`src/rtl/tlp_tx_pkg.sv`:
```
// Shared widths and command record for the split-bus transmit sequencer.
// Assumes a two-lane (64-bit) payload beat of 32-bit words.
package tlp_tx_pkg;
    localparam int DW_W     = 32;
    localparam int BEAT_W   = 64;
    localparam int HDR_W    = 128;
    localparam int LEN_W    = 10;
    localparam int ADDR_W   = 64;
    localparam int LANES    = BEAT_W / DW_W;
    localparam int LANE_W   = (LANES > 1) ? $clog2(LANES) : 1;
    localparam int CNT_W    = LEN_W + 1;
    localparam int PAD_W    = 24 - LEN_W;
    localparam int LANE_LSB = $clog2(DW_W / 8);

    typedef struct packed {
        logic [1:0]        group;
        logic              has_data;
        logic              wide_hdr;
        logic [4:0]        ptype;
        logic [LEN_W-1:0]  len;
        logic [15:0]       req_id;
        logic [7:0]        tag;
        logic [3:0]        last_be;
        logic [3:0]        first_be;
        logic [ADDR_W-1:0] addr;
    } tlp_cmd_t;

    // Word count from the length field; an all-zero field means the maximum.
    function automatic logic [CNT_W-1:0] word_count(input logic [LEN_W-1:0] l);
        return (l == '0) ? CNT_W'(1) << LEN_W : {1'b0, l};
    endfunction
endpackage

```
`src/rtl/tlp_hdr_pack.sv`:
```
// Packs a command record into the 128-bit header word.
// Assumes: byte 0 in the top bits, bits [127:126] carry the group tag,
// 3-word headers leave the bottom word at zero.
module tlp_hdr_pack
    import tlp_tx_pkg::*;
(
    input  tlp_cmd_t         cmd,
    output logic [HDR_W-1:0] hdr
);
    logic [DW_W-1:0] word0;
    logic [DW_W-1:0] word1;
    logic [DW_W-1:0] addr_lo;

    // Build the fixed words and select the tail by header size.
    always_comb begin
        word0   = {cmd.group, cmd.wide_hdr, cmd.ptype, {PAD_W{1'b0}}, cmd.len};
        word1   = {cmd.req_id, cmd.tag, cmd.last_be, cmd.first_be};
        addr_lo = {cmd.addr[31:2], 2'b00};
        if (cmd.wide_hdr)
            hdr = {word0, word1, cmd.addr[63:32], addr_lo};
        else
            hdr = {word0, word1, addr_lo, {DW_W{1'b0}}};
    end
endmodule

```
`src/rtl/tlp_beat_builder.sv`:
```
// Gathers payload words into lane-aligned beats and presents them with
// valid/stall. Assumes start arrives only when idle; the first word goes to
// start_lane, unused lanes stay zero, the last beat carries beat_end.
module tlp_beat_builder
    import tlp_tx_pkg::*;
(
    input  logic              clk,
    input  logic              rst_n,
    input  logic              start,
    input  logic [LANE_W-1:0] start_lane,
    input  logic [CNT_W-1:0]  start_cnt,
    input  logic              pl_valid,
    output logic              pl_ready,
    input  logic [DW_W-1:0]   pl_dw,
    output logic              beat_valid,
    input  logic              beat_stall,
    output logic [BEAT_W-1:0] beat_bus,
    output logic              beat_end,
    output logic              done
);
    typedef enum logic [1:0] {B_IDLE, B_FILL, B_SEND} bstate_t;

    bstate_t                     st_q;
    logic [LANE_W-1:0]           lane_q;
    logic [CNT_W-1:0]            left_q;
    logic                        last_q;
    logic [LANES-1:0][DW_W-1:0]  lanes_q;
    logic                        fill_fire;
    logic                        send_fire;
    logic                        beat_full;
    logic                        final_word;

    assign pl_ready   = (st_q == B_FILL);
    assign beat_valid = (st_q == B_SEND);
    assign fill_fire  = pl_ready && pl_valid;
    assign send_fire  = beat_valid && !beat_stall;
    assign final_word = (left_q == CNT_W'(1));
    assign beat_full  = (lane_q == LANE_W'(LANES - 1));
    assign done       = send_fire && last_q;
    assign beat_bus   = lanes_q;
    assign beat_end   = last_q;

    // Sequence fill and send phases and track words left and current lane.
    always_ff @(posedge clk) begin
        if (!rst_n) begin
            st_q   <= B_IDLE;
            lane_q <= '0;
            left_q <= '0;
            last_q <= 1'b0;
        end else begin
            case (st_q)
                B_IDLE: if (start) begin
                    st_q   <= B_FILL;
                    lane_q <= start_lane;
                    left_q <= start_cnt;
                    last_q <= 1'b0;
                end
                B_FILL: if (fill_fire) begin
                    left_q <= left_q - CNT_W'(1);
                    if (beat_full || final_word) begin
                        st_q   <= B_SEND;
                        last_q <= final_word;
                    end else begin
                        lane_q <= lane_q + LANE_W'(1);
                    end
                end
                B_SEND: if (send_fire) begin
                    st_q   <= last_q ? B_IDLE : B_FILL;
                    lane_q <= '0;
                end
                default: st_q <= B_IDLE;
            endcase
        end
    end

    // One register per lane: cleared at packet start and after each beat, loaded when addressed.
    for (genvar g = 0; g < LANES; g++) begin : g_lane
        always_ff @(posedge clk) begin
            if (!rst_n)
                lanes_q[g] <= '0;
            else if ((st_q == B_IDLE && start) || (send_fire && !last_q))
                lanes_q[g] <= '0;
            else if (fill_fire && lane_q == LANE_W'(g))
                lanes_q[g] <= pl_dw;
        end
    end


    stall_hold_chk: assert property (@(posedge clk) disable iff (!rst_n)
        beat_valid && beat_stall |=> beat_valid && $stable(beat_bus) && $stable(beat_end));


    end_closes_chk: assert property (@(posedge clk) disable iff (!rst_n)
        beat_valid && beat_end && !beat_stall |=> !beat_valid && !pl_ready);
endmodule

```
`src/rtl/tlp_tx_sequencer.sv`:
```
// Top level: takes one command, presents its header with request/acknowledge,
// then streams payload beats for packets that carry data. Assumes packets are
// well formed; a new command is taken only once the previous one is finished.
module tlp_tx_sequencer
    import tlp_tx_pkg::*;
(
    input  logic              clk,
    input  logic              rst_n,
    input  logic              cmd_valid,
    output logic              cmd_ready,
    input  logic [1:0]        cmd_fmt,
    input  logic [4:0]        cmd_type,
    input  logic [ADDR_W-1:0] cmd_addr,
    input  logic [LEN_W-1:0]  cmd_len,
    input  logic [15:0]       cmd_req_id,
    input  logic [7:0]        cmd_tag,
    input  logic [3:0]        cmd_first_be,
    input  logic [3:0]        cmd_last_be,
    input  logic [1:0]        cmd_group,
    input  logic              pl_valid,
    output logic              pl_ready,
    input  logic [DW_W-1:0]   pl_dw,
    output logic              hdr_req,
    input  logic              hdr_ack,
    output logic [HDR_W-1:0]  hdr_bus,
    output logic              beat_valid,
    input  logic              beat_stall,
    output logic [BEAT_W-1:0] beat_bus,
    output logic              beat_end
);
    typedef enum logic [1:0] {S_IDLE, S_HDR, S_DATA} sstate_t;

    sstate_t  st_q;
    tlp_cmd_t cur_q;
    tlp_cmd_t incoming;
    logic     accept;
    logic     data_start;
    logic     data_done;

    // Gather the command inputs into one record.
    always_comb begin
        incoming          = '0;
        incoming.group    = cmd_group;
        incoming.has_data = cmd_fmt[1];
        incoming.wide_hdr = cmd_fmt[0];
        incoming.ptype    = cmd_type;
        incoming.len      = cmd_len;
        incoming.req_id   = cmd_req_id;
        incoming.tag      = cmd_tag;
        incoming.last_be  = cmd_last_be;
        incoming.first_be = cmd_first_be;
        incoming.addr     = cmd_addr;
    end

    // Ready when idle, at a header-only acknowledge, or as the last beat leaves.
    always_comb begin
        cmd_ready = (st_q == S_IDLE)
                 || (st_q == S_HDR && hdr_ack && !cur_q.has_data)
                 || (st_q == S_DATA && data_done);
    end

    assign accept     = cmd_valid && cmd_ready;
    assign hdr_req    = (st_q == S_HDR);
    assign data_start = hdr_req && hdr_ack && cur_q.has_data;

    // Packet-level sequencing and command capture.
    always_ff @(posedge clk) begin
        if (!rst_n) begin
            st_q  <= S_IDLE;
            cur_q <= '0;
        end else if (accept) begin
            st_q  <= S_HDR;
            cur_q <= incoming;
        end else begin
            case (st_q)
                S_HDR:   if (hdr_ack) st_q <= cur_q.has_data ? S_DATA : S_IDLE;
                S_DATA:  if (data_done) st_q <= S_IDLE;
                default: st_q <= S_IDLE;
            endcase
        end
    end

    tlp_hdr_pack u_pack (
        .cmd (cur_q),
        .hdr (hdr_bus)
    );

    tlp_beat_builder u_beats (
        .clk        (clk),
        .rst_n      (rst_n),
        .start      (data_start),
        .start_lane (cur_q.addr[LANE_LSB +: LANE_W]),
        .start_cnt  (word_count(cur_q.len)),
        .pl_valid   (pl_valid),
        .pl_ready   (pl_ready),
        .pl_dw      (pl_dw),
        .beat_valid (beat_valid),
        .beat_stall (beat_stall),
        .beat_bus   (beat_bus),
        .beat_end   (beat_end),
        .done       (data_done)
    );


    hdr_hold_chk: assert property (@(posedge clk) disable iff (!rst_n)
        hdr_req && !hdr_ack |=> hdr_req && $stable(hdr_bus));


    busy_block_chk: assert property (@(posedge clk) disable iff (!rst_n)
        beat_valid && !beat_end |-> !cmd_ready);


    phase_excl_chk: assert property (@(posedge clk) disable iff (!rst_n)
        !(hdr_req && beat_valid));


    req_rise_chk: assert property (@(posedge clk) disable iff (!rst_n)
        cmd_valid && cmd_ready |=> hdr_req);
endmodule

```
`config.mk`:
```
export PLATFORM = sky130hd
export DESIGN_NAME = tlp_tx_sequencer
export DESIGN_NICKNAME = d
export VERILOG_FILES = /design/src/rtl/tlp_tx_pkg.sv /design/src/rtl/tlp_hdr_pack.sv /design/src/rtl/tlp_beat_builder.sv /design/src/rtl/tlp_tx_sequencer.sv
export SDC_FILE = /design/constraint.sdc
export NUM_CORES = 1
export LEC_CHECK = 0
export ABC_AREA = 1
export BUFFER_PORTS_ARGS = -buffer_cell sky130_fd_sc_hd__buf_2
export CAP_MARGIN = 10
export CORE_MARGIN = 2
export CORE_UTILIZATION = 38
export DETAILED_ROUTE_END_ITERATION = 8
export PLACE_DENSITY = 0.73
export SKIP_LAST_GASP = 1
export SLEW_MARGIN = 20
export SYNTH_ARGS = -nofsm -noshare
export SYNTH_HDL_FRONTEND = slang
export SYNTH_SLANG_ARGS = --single-unit
export TNS_END_PERCENT = 5
```
`constraint.sdc`:
```
create_clock -name clk -period 2.2 [get_ports clk]
set_clock_uncertainty 0.05 [all_clocks]
set_input_delay 0.44 -clock clk [delete_from_list [all_inputs] [get_ports clk]]
set_output_delay 0.44 -clock clk [all_outputs]
set_load 0.02 [all_outputs]
```
==> flow_metrics.tcl, run 1 <==
set metrics [dict create \
    drv_slew 0 \
    yosysMostFrequentCell "nor2_1" \
    yosys.area.top_type "dfxtp_1" \
    synth_edf_count 0 \
    antenna_found_initial 3 \
    detail_route.wl_per_cell_um 14.1 \
    dieHeight_um 155 \
    ctsRootBufferMaster "clkbuf_16" \
    p_clk_share_pct 30.2 \
    synthDistinctLibCells 29 \
    drc 0 \
    synthArstFlopShare_pct 0 \
    ir_worst_vdd_uv 440 \
    gr-total-overflow 0 \
    maxCapViolCount 0 \
    power_w 0.0102 \
    p_per_area_nw_per_um2 951 \
    grt_pass1_wl_mm 37.3 \
    ios 350 \
    crit_type "reg2out" \
    drt_pass1_iterations 6 \
    grt_start_max_net_pins 92 \
    via_per_inst 4.87 \
    syn_to_final_growth_pct 24.0 \
    hp-class "in2reg" \
    layout-drive-gt1-share_pct 30.3 \
    avgSynthCellArea_um2 7.47 \
    multi_input_area_um2 3660 \
    dieArea_um2 23900 \
    core-area_um2 22400 \
    synthesis.area_um2 8610 \
    reg2reg_slack_ns 0.22 \
    outcome "finished clean" \
    place.gp.congestion 0.818 \
    fin_crit_sh_pct 97.1 \
    synth-main-ff-cell "dfxtp_1" \
    p_int_w 0.00640 \
    num_rows 55 \
    num_vias 8233 \
    yosysSeqAreaShare_pct 45.1 \
    drt-initial-drc-count 491 \
    die_x_um 155 \
    swShare_pct 37.0 \
    start_kind "flip-flop" \
    cp.required_ns 1.71 \
    fmax_mhz 468 \
    cts_buffers 17 \
    ctsLongestPathBuffers 2 \
    critPathArrivalTime_ns 1.65 \
    p_sw_w 0.00375 \
    end_kind "output pin" \
    portBuffers 331 \
    pwr-share-comb_pct 29.9 \
    finalCoreUtilization_pct 47.6 \
    synthTopCellsByArea "dfxtp_1 (45%), nor2_1 (11%), o21ai_0 (6.9%)" \
    seqPwrFrac_pct 39.9 \
    regArea_um2 3890 \
    post_cts_buffers 0 \
    critPathMaxFanout 64 \
    start_util_pct 38.4 \
    grt_pass1_vias 7520 \
    setup_viol 0 \
    netlist.area_leader.share_pct 45.1 \
    final_hold_viol_count 0 \
    fin_crit_ns 2.14 \
    yosysWarnings 0 \
    nets 1550 \
    routed_wl_mm 23.8 \
    finalNonFillerCells 1692 \
    cts_max_level 4 \
    cts_tree "done" \
    synth.ff_latch_count 194 \
    clock_latency_ns 0.42 \
    clock_sinks 194 \
    p_leak_nw 5.20 \
    whs_ns 0.205 \
    rsz0062_at_grt "yes" \
    fill_cells 2250 \
    postSynthCellCount 1152 \
    hpwl_mm 16.3 \
    synth_commonest_cells "nor2_1 (259), dfxtp_1 (194), nand2_1 (144)" \
    dp_cells 1657 \
    clkTransAtPathRegs_ns 0.07 \
    grtUsageTotal_pct 19.1 \
    ant_nets 0 \
]
[critical path: stages (launching register included)]
cell     delay, ns
dfxtp_2       0.34
buf_12        0.27
mux2_2        0.40
buf_2         0.17
[path summary, 6_finish.rpt]
path | start | to | cells past startpoint
worst max register to register | u_beats.st_q[0] | cur_q[91] | 11
worst min-delay path | cmd_len[6] | cur_q[102] | 3
worst max-delay path | cur_q[111] | hdr_bus[52] | 3
worst min register to register | u_beats.beat_bus[61] | u_beats.beat_bus[61] | 2
[sequential cells by signal, summed over array words and instances, names as in the netlist]
name,count
cur_q,113
u_beats.beat_bus,64
u_beats.left_q,11
st_q,2
u_beats.st_q,2
u_beats.beat_end,1
u_beats.beat_full,1
[cells by family after synthesis]
logic type / synth area share (%)
flip-flops: 45.1
AO/OA/AOI/OAI: 12.7
AND/OR/NAND/NOR: 24.0
XOR/XNOR: 0.102
adder cells (fa/ha/maj): 0.872
multiplexers: 4.04
other: 0.0436
buffers and inverters: 13.2
[power groups by stage]
stage                     combinational, W  sequential, W  clock, W
after floorplan                    0.00216        0.00414         0
after global placement             0.00288        0.00412         0
final                              0.00304        0.00405   0.00306
after detailed placement           0.00293        0.00413         0
after global routing               0.00339        0.00410   0.00330
after CTS                          0.00295        0.00405   0.00314
[layout by cell type (no fill, tap or decap)]
master and n:
inv_8 4, inv_2 1, nor2_1 259, clkbuf_1 2, clkbuf_16 18, dfxtp_1 192
buf_16 1, inv_1 59, inv_6 6, a211oi_1 1, mux2_2 30, xnor2_1 1
or2_2 1, conb_1 16, clkinv_8 2, o211ai_4 1, nand4_1 66, diode_2 3
o21ai_1 10, o21ai_0 119, ha_2 1, clkinv_2 1, nand2_1 144, buf_2 330
ha_1 5, clkinv_4 1, nor2_4 1, clkinv_1 1, buf_12 7, dfxtp_2 2
buf_4 15, nand2_4 1, a21oi_1 82, mux2i_1 1, o21ai_4 1, nand2_2 1
nand3_1 21
[cell type report]
cell class | count | share of cell area [%]
sequential | 194 | 36.4
antenna | 3 | 0.0703
inverter | 62 | 2.19
timing repair buffer | 354 | 18.3
clock inverter | 13 | 1.30
tap | 285 | 3.34
multi-input combinational | 762 | 34.3
clock buffer | 19 | 4.06
[timing repair]
item,in CTS,in global routing
hold buffers,0,0
endpoints found under the setup margin,0,49
gates resized for setup,0,2
[layer usage]
layer	vias up	track usage (%)	share of wire, %
li1	4162	-	-
met1	3742	23.1	42
met2	306	32.3	48
met3	23	5.74	7.8
met4	0	6.48	1.5
met5	-	0	0
[through the flow]
step                setup slack, ns  setup TNS, ns  cell area [µm²]
floorplan                     0.345              0             8670
global placement              0.171              0            10100
detailed placement            0.119              0            10100
CTS                          0.0300              0            10600
global route               -0.00632       -0.00632            10700
finish                       0.0637              0            10700
No activity file was read; power rests on OpenSTA's default activity.
==> run 2, diff against run 1 <==
--- a/config.mk
+++ b/config.mk
@@ -8,6 +8,7 @@
 export ABC_AREA = 1
 export BUFFER_PORTS_ARGS = -buffer_cell sky130_fd_sc_hd__buf_2
 export CAP_MARGIN = 10
+export CORE_ASPECT_RATIO = 0.9
 export CORE_MARGIN = 2
 export CORE_UTILIZATION = 38
 export DETAILED_ROUTE_END_ITERATION = 8
==> run 2 against run 1 <==
  * Combinational power decreased by 3%
  * Count of clock-buffer cells in the layout did not move
  * Cell count is 0.65% higher
  * Via count decreased by 1.1%
  * First-iteration DRC count decreased by 10%
  * Register-to-register slack improved by 0.13 ns
  * Cell area about the same
  * Sequential power hardly changed
  * Worst setup slack lost 0.028 ns
  * Total power down 1.4%
  * Die area hardly changed
  * Critical endpoint is now hdr_bus[59]
  * Largest cell class unchanged
==> flow_metrics.tcl, run 2 (synthesis results as in run 1) <==
set metrics [dict create \
    drv_slew 0 \
    detail_route.wl_per_cell_um 14.1 \
    end_kind "output pin" \
    final_common_cell "buf_2" \
    syn_to_final_growth_pct 23.8 \
    final_hold_viol_count 0 \
    num_rows 52 \
    drc 0 \
    hpwl_mm 16.7 \
    start_kind "flip-flop" \
    ctsLongestPathBuffers 2 \
    via_per_inst 4.78 \
    crit_type "reg2out" \
    dieArea_um2 23900 \
    hold_buffers 0 \
    antenna_found_initial 2 \
    core-area_um2 22400 \
    hold_path_depth 3 \
    grt_pass1_wl_mm 37.7 \
    p_per_area_nw_per_um2 938 \
    fmax_mhz 462 \
    grtUsageTotal_pct 19.5 \
    p_leak_nw 5.19 \
    final_cell_mix "buf_2 (329), nor2_1 (259), dfxtp_1 (192)" \
    largest_reg_flops 113 \
    path_cells "buf_4 -> mux2_2 -> buf_2" \
    portBuffers 331 \
    slowest_stage "dfxtp_4" \
    drt-initial-drc-count 441 \
    drt_pass1_iterations 5 \
    ir_worst_vdd_uv 431 \
    cts_buffers 17 \
    nets 1551 \
    finalCoreUtilization_pct 47.6 \
    worst_pin_slew_ns 0.630 \
    place.gp.congestion 0.827 \
    cts_max_level 4 \
    rsz0062_at_grt "yes" \
    setup_viol 0 \
    critPathMaxFanout 17 \
    ant_nets 0 \
    maxCapViolCount 0 \
    num_vias 8139 \
    gr-total-overflow 0 \
    fin_crit_sh_pct 98.4 \
    die_x_um 163 \
    start_util_pct 38.5 \
    grt_pass1_vias 7511 \
    cp_slowest_stage_delay_ns 0.46 \
    critPathArrivalTime_ns 1.67 \
    ios 350 \
    cp_num_cells 3 \
    fill_cells 2268 \
    clock_sinks 194 \
    reg2reg_depth 10 \
    clock_latency_ns 0.42 \
    ctsRootBufferMaster "clkbuf_16" \
    largest-register "cur_q" \
    cp.required_ns 1.71 \
    pre_cts_slack_ns 0.244 \
    clkTransAtPathRegs_ns 0.07 \
    power_w 0.0100 \
    routed_wl_mm 24.0 \
    cpLargestDelayFamily "flip-flops" \
    outcome "finished clean" \
    hp-class "in2reg" \
    cts_tree "done" \
    fin_ws_ns 0.0357 \
    grt_start_max_net_pins 76 \
    fin_crit_ns 2.16 \
    layout-drive-gt1-share_pct 30.5 \
    cp_num_buf_inv 2 \
    dieHeight_um 147 \
    slew_headroom_pct 58.0 \
]
run 2: changes by cell type in the layout (fill, tap and decap cells not counted), moves of 2 or more:
cell,previous run,this run
clkinv_4,1,4
diode_2,3,1
clkinv_8,2,0
buf_4,15,19
clkinvlp_4,0,3
inv_6,6,2
buf_12,7,5
run 2: through the flow:
step	TNS, ns	area (µm²)	hold WS, ns	cells
2_1_floorplan	0	8670	0.399	1167
3_3_place_gp	0	10000	0.396	1669
3_5_place_dp	0	10000	0.399	1669
4_1_cts	-0.0819	10600	0.177	1701
5_1_grt	-0.163	10700	0.198	1703
6_report	0	10700	0.199	1703
run 2: where the power goes:
part | internal (W) | leakage [nW] | switching (W)
sequential | 0.00384 | 1.59 | 0.000216
clock | 0.00153 | 0.268 | 0.00149
combinational | 0.00100 | 3.32 | 0.00194
total | 0.00636 | 5.19 | 0.00364
run 2: worst reg2reg max path: stages (launching register included):
cell	delay [ns]
dfxtp_1	0.38
inv_1	0.10
ha_2	0.23
inv_1	0.13
nor2_1	0.09
a21oi_1	0.12
nand2_1	0.08
inv_1	0.24
o21ai_0	0.16
nand2_1	0.08
a21oi_1	0.06
run 2: layer usage:
metal  GRT usage, %  vias up  share of wire (%)
met4           7.26        2                2.6
met1           24.3     3652                 42
met5              0        -              0.054
li1               -     4152                  -
met3           5.31       45                7.0
met2           32.3      288                 48
run 2: path summary, 6_finish.rpt:
| kind | startpoint | endpoint | slack [ns] |
|---|---|---|---|
| setup / recovery | cur_q[111] | hdr_bus[59] | 0.04 |
| hold / removal | cmd_len[1] | cur_q[97] | 0.20 |
| setup reg to reg | u_beats.st_q[1] | u_beats.left_q[5] | 0.35 |
| hold reg to reg | u_beats.beat_bus[23] | u_beats.beat_bus[23] | 0.41 |
run 2: cell type report:
type	instances	area [µm²]	share of cell area (%)
Antenna cell	1	2.50	0.0235
Clock buffer	19	443	4.15
Clock inverter	13	120	1.13
Inverter	62	234	2.19
Multi-Input combinational cell	762	3680	34.5
Sequential cell	194	3890	36.5
Tap cell	297	372	3.48
Timing Repair Buffer	355	1930	18.1
run 2: timing repair:
action,CTS,global route
buffers inserted,0,0
resized for setup,2,5
pin swaps,0,0
hold endpoints to repair,0,0
cloned,0,1
setup endpoints to repair,6,29
==> run 3, diff against run 2 <==
--- a/config.mk
+++ b/config.mk
@@ -7,12 +7,11 @@
 export LEC_CHECK = 0
 export ABC_AREA = 1
 export BUFFER_PORTS_ARGS = -buffer_cell sky130_fd_sc_hd__buf_2
-export CAP_MARGIN = 10
 export CORE_ASPECT_RATIO = 0.9
 export CORE_MARGIN = 2
-export CORE_UTILIZATION = 38
+export CORE_UTILIZATION = 39
 export DETAILED_ROUTE_END_ITERATION = 8
-export PLACE_DENSITY = 0.73
+export PLACE_DENSITY = 0.75
 export SKIP_LAST_GASP = 1
 export SLEW_MARGIN = 20
 export SYNTH_ARGS = -nofsm -noshare
==> run 3 against run 2 <==
  * Clock power increased by 5%
  * Worst setup slack gained 0.026 ns
  * Sequential power hardly changed
  * Register-to-register slack worse by 0.14 ns
  * Combinational power grew 1%
  * Via count rose by 0.14%
  * Cell count down 0.47%
  * Total power increased by 1.5%
  * Fmax grew 1.2%
  * Flip-flop and latch count stayed put
  * Routed wire length about the same
  * Cell area down 0.31%
==> flow_metrics.tcl, run 3 (synthesis results as in run 1) <==
set metrics [dict create \
    num_rows 51 \
    syn_to_final_growth_pct 23.5 \
    ctsRootBufferMaster "clkbuf_16" \
    hold_path_startpoint "cmd_len[6]" \
    r2r-start "u_beats.st_q[0]" \
    cts_tree "done" \
    hold_path_depth 3 \
    fin_crit_ns 2.14 \
    antenna_found_initial 3 \
    p_leak_nw 5.17 \
    die_x_um 161 \
    rr_endpoint "cur_q[76]" \
    topRoutingLayerUsed "met4" \
    final_hold_viol_count 0 \
    end_kind "output pin" \
    holdPathEnd "cur_q[102]" \
    wl_met2_mm 11.7 \
    ir_worst_vdd_uv 553 \
    maxCapViolCount 0 \
    hpwl_mm 16.3 \
    clock_sinks 194 \
    placed_cell_area_um2 10000 \
    slew_headroom_pct 55.5 \
    grtUsageTotal_pct 19.7 \
    ctsLongestPathBuffers 2 \
    wl_met1_mm 9.91 \
    outcome "finished clean" \
    grt_start_max_net_pins 85 \
    cp.required_ns 1.71 \
    path_cells "inv_1 -> ha_2 -> nand3_1 -> nand2_1 -> nand2_1 -> o21ai_4 -> buf_4" \
    layout-drive-gt1-share_pct 30.3 \
    whs_ns 0.203 \
    drt_pass1_iterations 5 \
    cp_num_cells 7 \
    worst_pin_slew_ns 0.667 \
    clkTransAtPathRegs_ns 0.08 \
    routed_wl_mm 24.0 \
    critPathMaxFanout 5 \
    fin_crit_sh_pct 97.2 \
    clock_latency_ns 0.43 \
    crit_type "reg2out" \
    place.gp.congestion 0.848 \
    cts_buffers 17 \
    ant_nets 0 \
    drc 0 \
    dp_cells 1659 \
    final_cell_mix "buf_2 (329), nor2_1 (259), dfxtp_1 (192)" \
    detail_route.wl_per_cell_um 14.2 \
    critPathArrivalTime_ns 1.65 \
    hp-class "in2reg" \
    fin_ws_ns 0.0617 \
    largest_reg_flops 113 \
    cpLargestDelayFamily "flip-flops" \
    cp_slowest_stage_delay_ns 0.35 \
    cp_num_buf_inv 2 \
    ios 350 \
    cts_max_level 4 \
    final_area_um2 10600 \
    grt_pass1_vias 7425 \
    reg2reg_slack_ns 0.21 \
    p_per_area_nw_per_um2 956 \
    fmax_mhz 468 \
    portBuffers 331 \
    reg2reg_depth 11 \
    start_kind "flip-flop" \
    drv_slew 0 \
    dieArea_um2 23300 \
    drt-initial-drc-count 731 \
    post_cts_buffers 0 \
    setup_viol 0 \
    gr-total-overflow 0 \
    rsz0062_at_grt "yes" \
    start_util_pct 39.8 \
    slowest_stage "dfxtp_2" \
    core-area_um2 21600 \
    worst_path_most_repeated_cell "nand2_1" \
    largest-register "cur_q" \
    nets 1547 \
    finalNonFillerCells 1695 \
    via_per_inst 4.81 \
    grt_pass1_wl_mm 37.5 \
    final_common_cell "buf_2" \
    dieHeight_um 145 \
    wl_met3_mm 1.82 \
    num_vias 8150 \
    pre_cts_slack_ns 0.123 \
]
run 3: cell count changes in the layout (fill, tap and decap cells not counted), sizes merged:
cell      delta
buf          -4
diode        +3
bufinv       +1
clkbuf       -1
clkinv       -1
clkinvlp     -1
inv          +1
run 3: stage by stage:
stage,utilization [%],total power [W],setup TNS [ns]
after floorplan,-,0.00629,0
after global placement,46.3,0.00697,0
after detailed placement,46.3,0.00702,0
after CTS,49.0,0.0102,0
after global routing,49.1,0.0108,-0.0428
final,49.1,0.0102,0
run 3: area by class of cell:
class | count | area, µm²
multi-input combinational | 762 | 3660
clock inverter | 13 | 143
fill | 2136 | 11000
tap | 291 | 364
sequential | 194 | 3890
timing repair buffer | 351 | 1890
inverter | 62 | 234
antenna | 4 | 10.0
clock buffer | 18 | 439
run 3: worst reg2reg max path: stages (launching register included):
cell and delay, ns:
dfxtp_2 0.35, inv_1 0.08, ha_2 0.22, nand3_1 0.13, nand2_1 0.09, nand2_1 0.08
o21ai_4 0.08, nand2_4 0.07, clkinv_2 0.10, buf_4 0.39, nor2_1 0.11, nor2_1 0.15
run 3: what timing repair did:
item                       4_1_cts  5_1_grt
gates resized for setup          3        0
cloned                           0        1
setup endpoints to repair        1        2
hold buffers                     0        0
run 3: worst max-delay path by stage:
stage | start | endpoint | slack, ns
after floorplan | u_beats.st_q[0] | cur_q[105] | 0.34
after global placement | u_beats.st_q[0] | cur_q[81] | 0.21
after detailed placement | u_beats.st_q[0] | cur_q[107] | 0.12
after CTS | u_beats.st_q[1] | pl_ready | 0.02
after global routing | u_beats.st_q[0] | cmd_ready | -0.04
final | u_beats.st_q[0] | cmd_ready | 0.06
run 3: routing by layer:
metal  vias to the layer above  GRT usage, %
li1                       4144             -
met1                      3685          24.0
met2                       288          33.2
met3                        33          5.32
met4                         0          7.34
met5                         -             0
run 3: where the power goes:
part,switching (W),leakage (nW),total [W],internal [W]
combinational,0.00197,3.30,0.00298,0.00101
clock,0.00151,0.281,0.00315,0.00164
sequential,0.000203,1.59,0.00404,0.00384
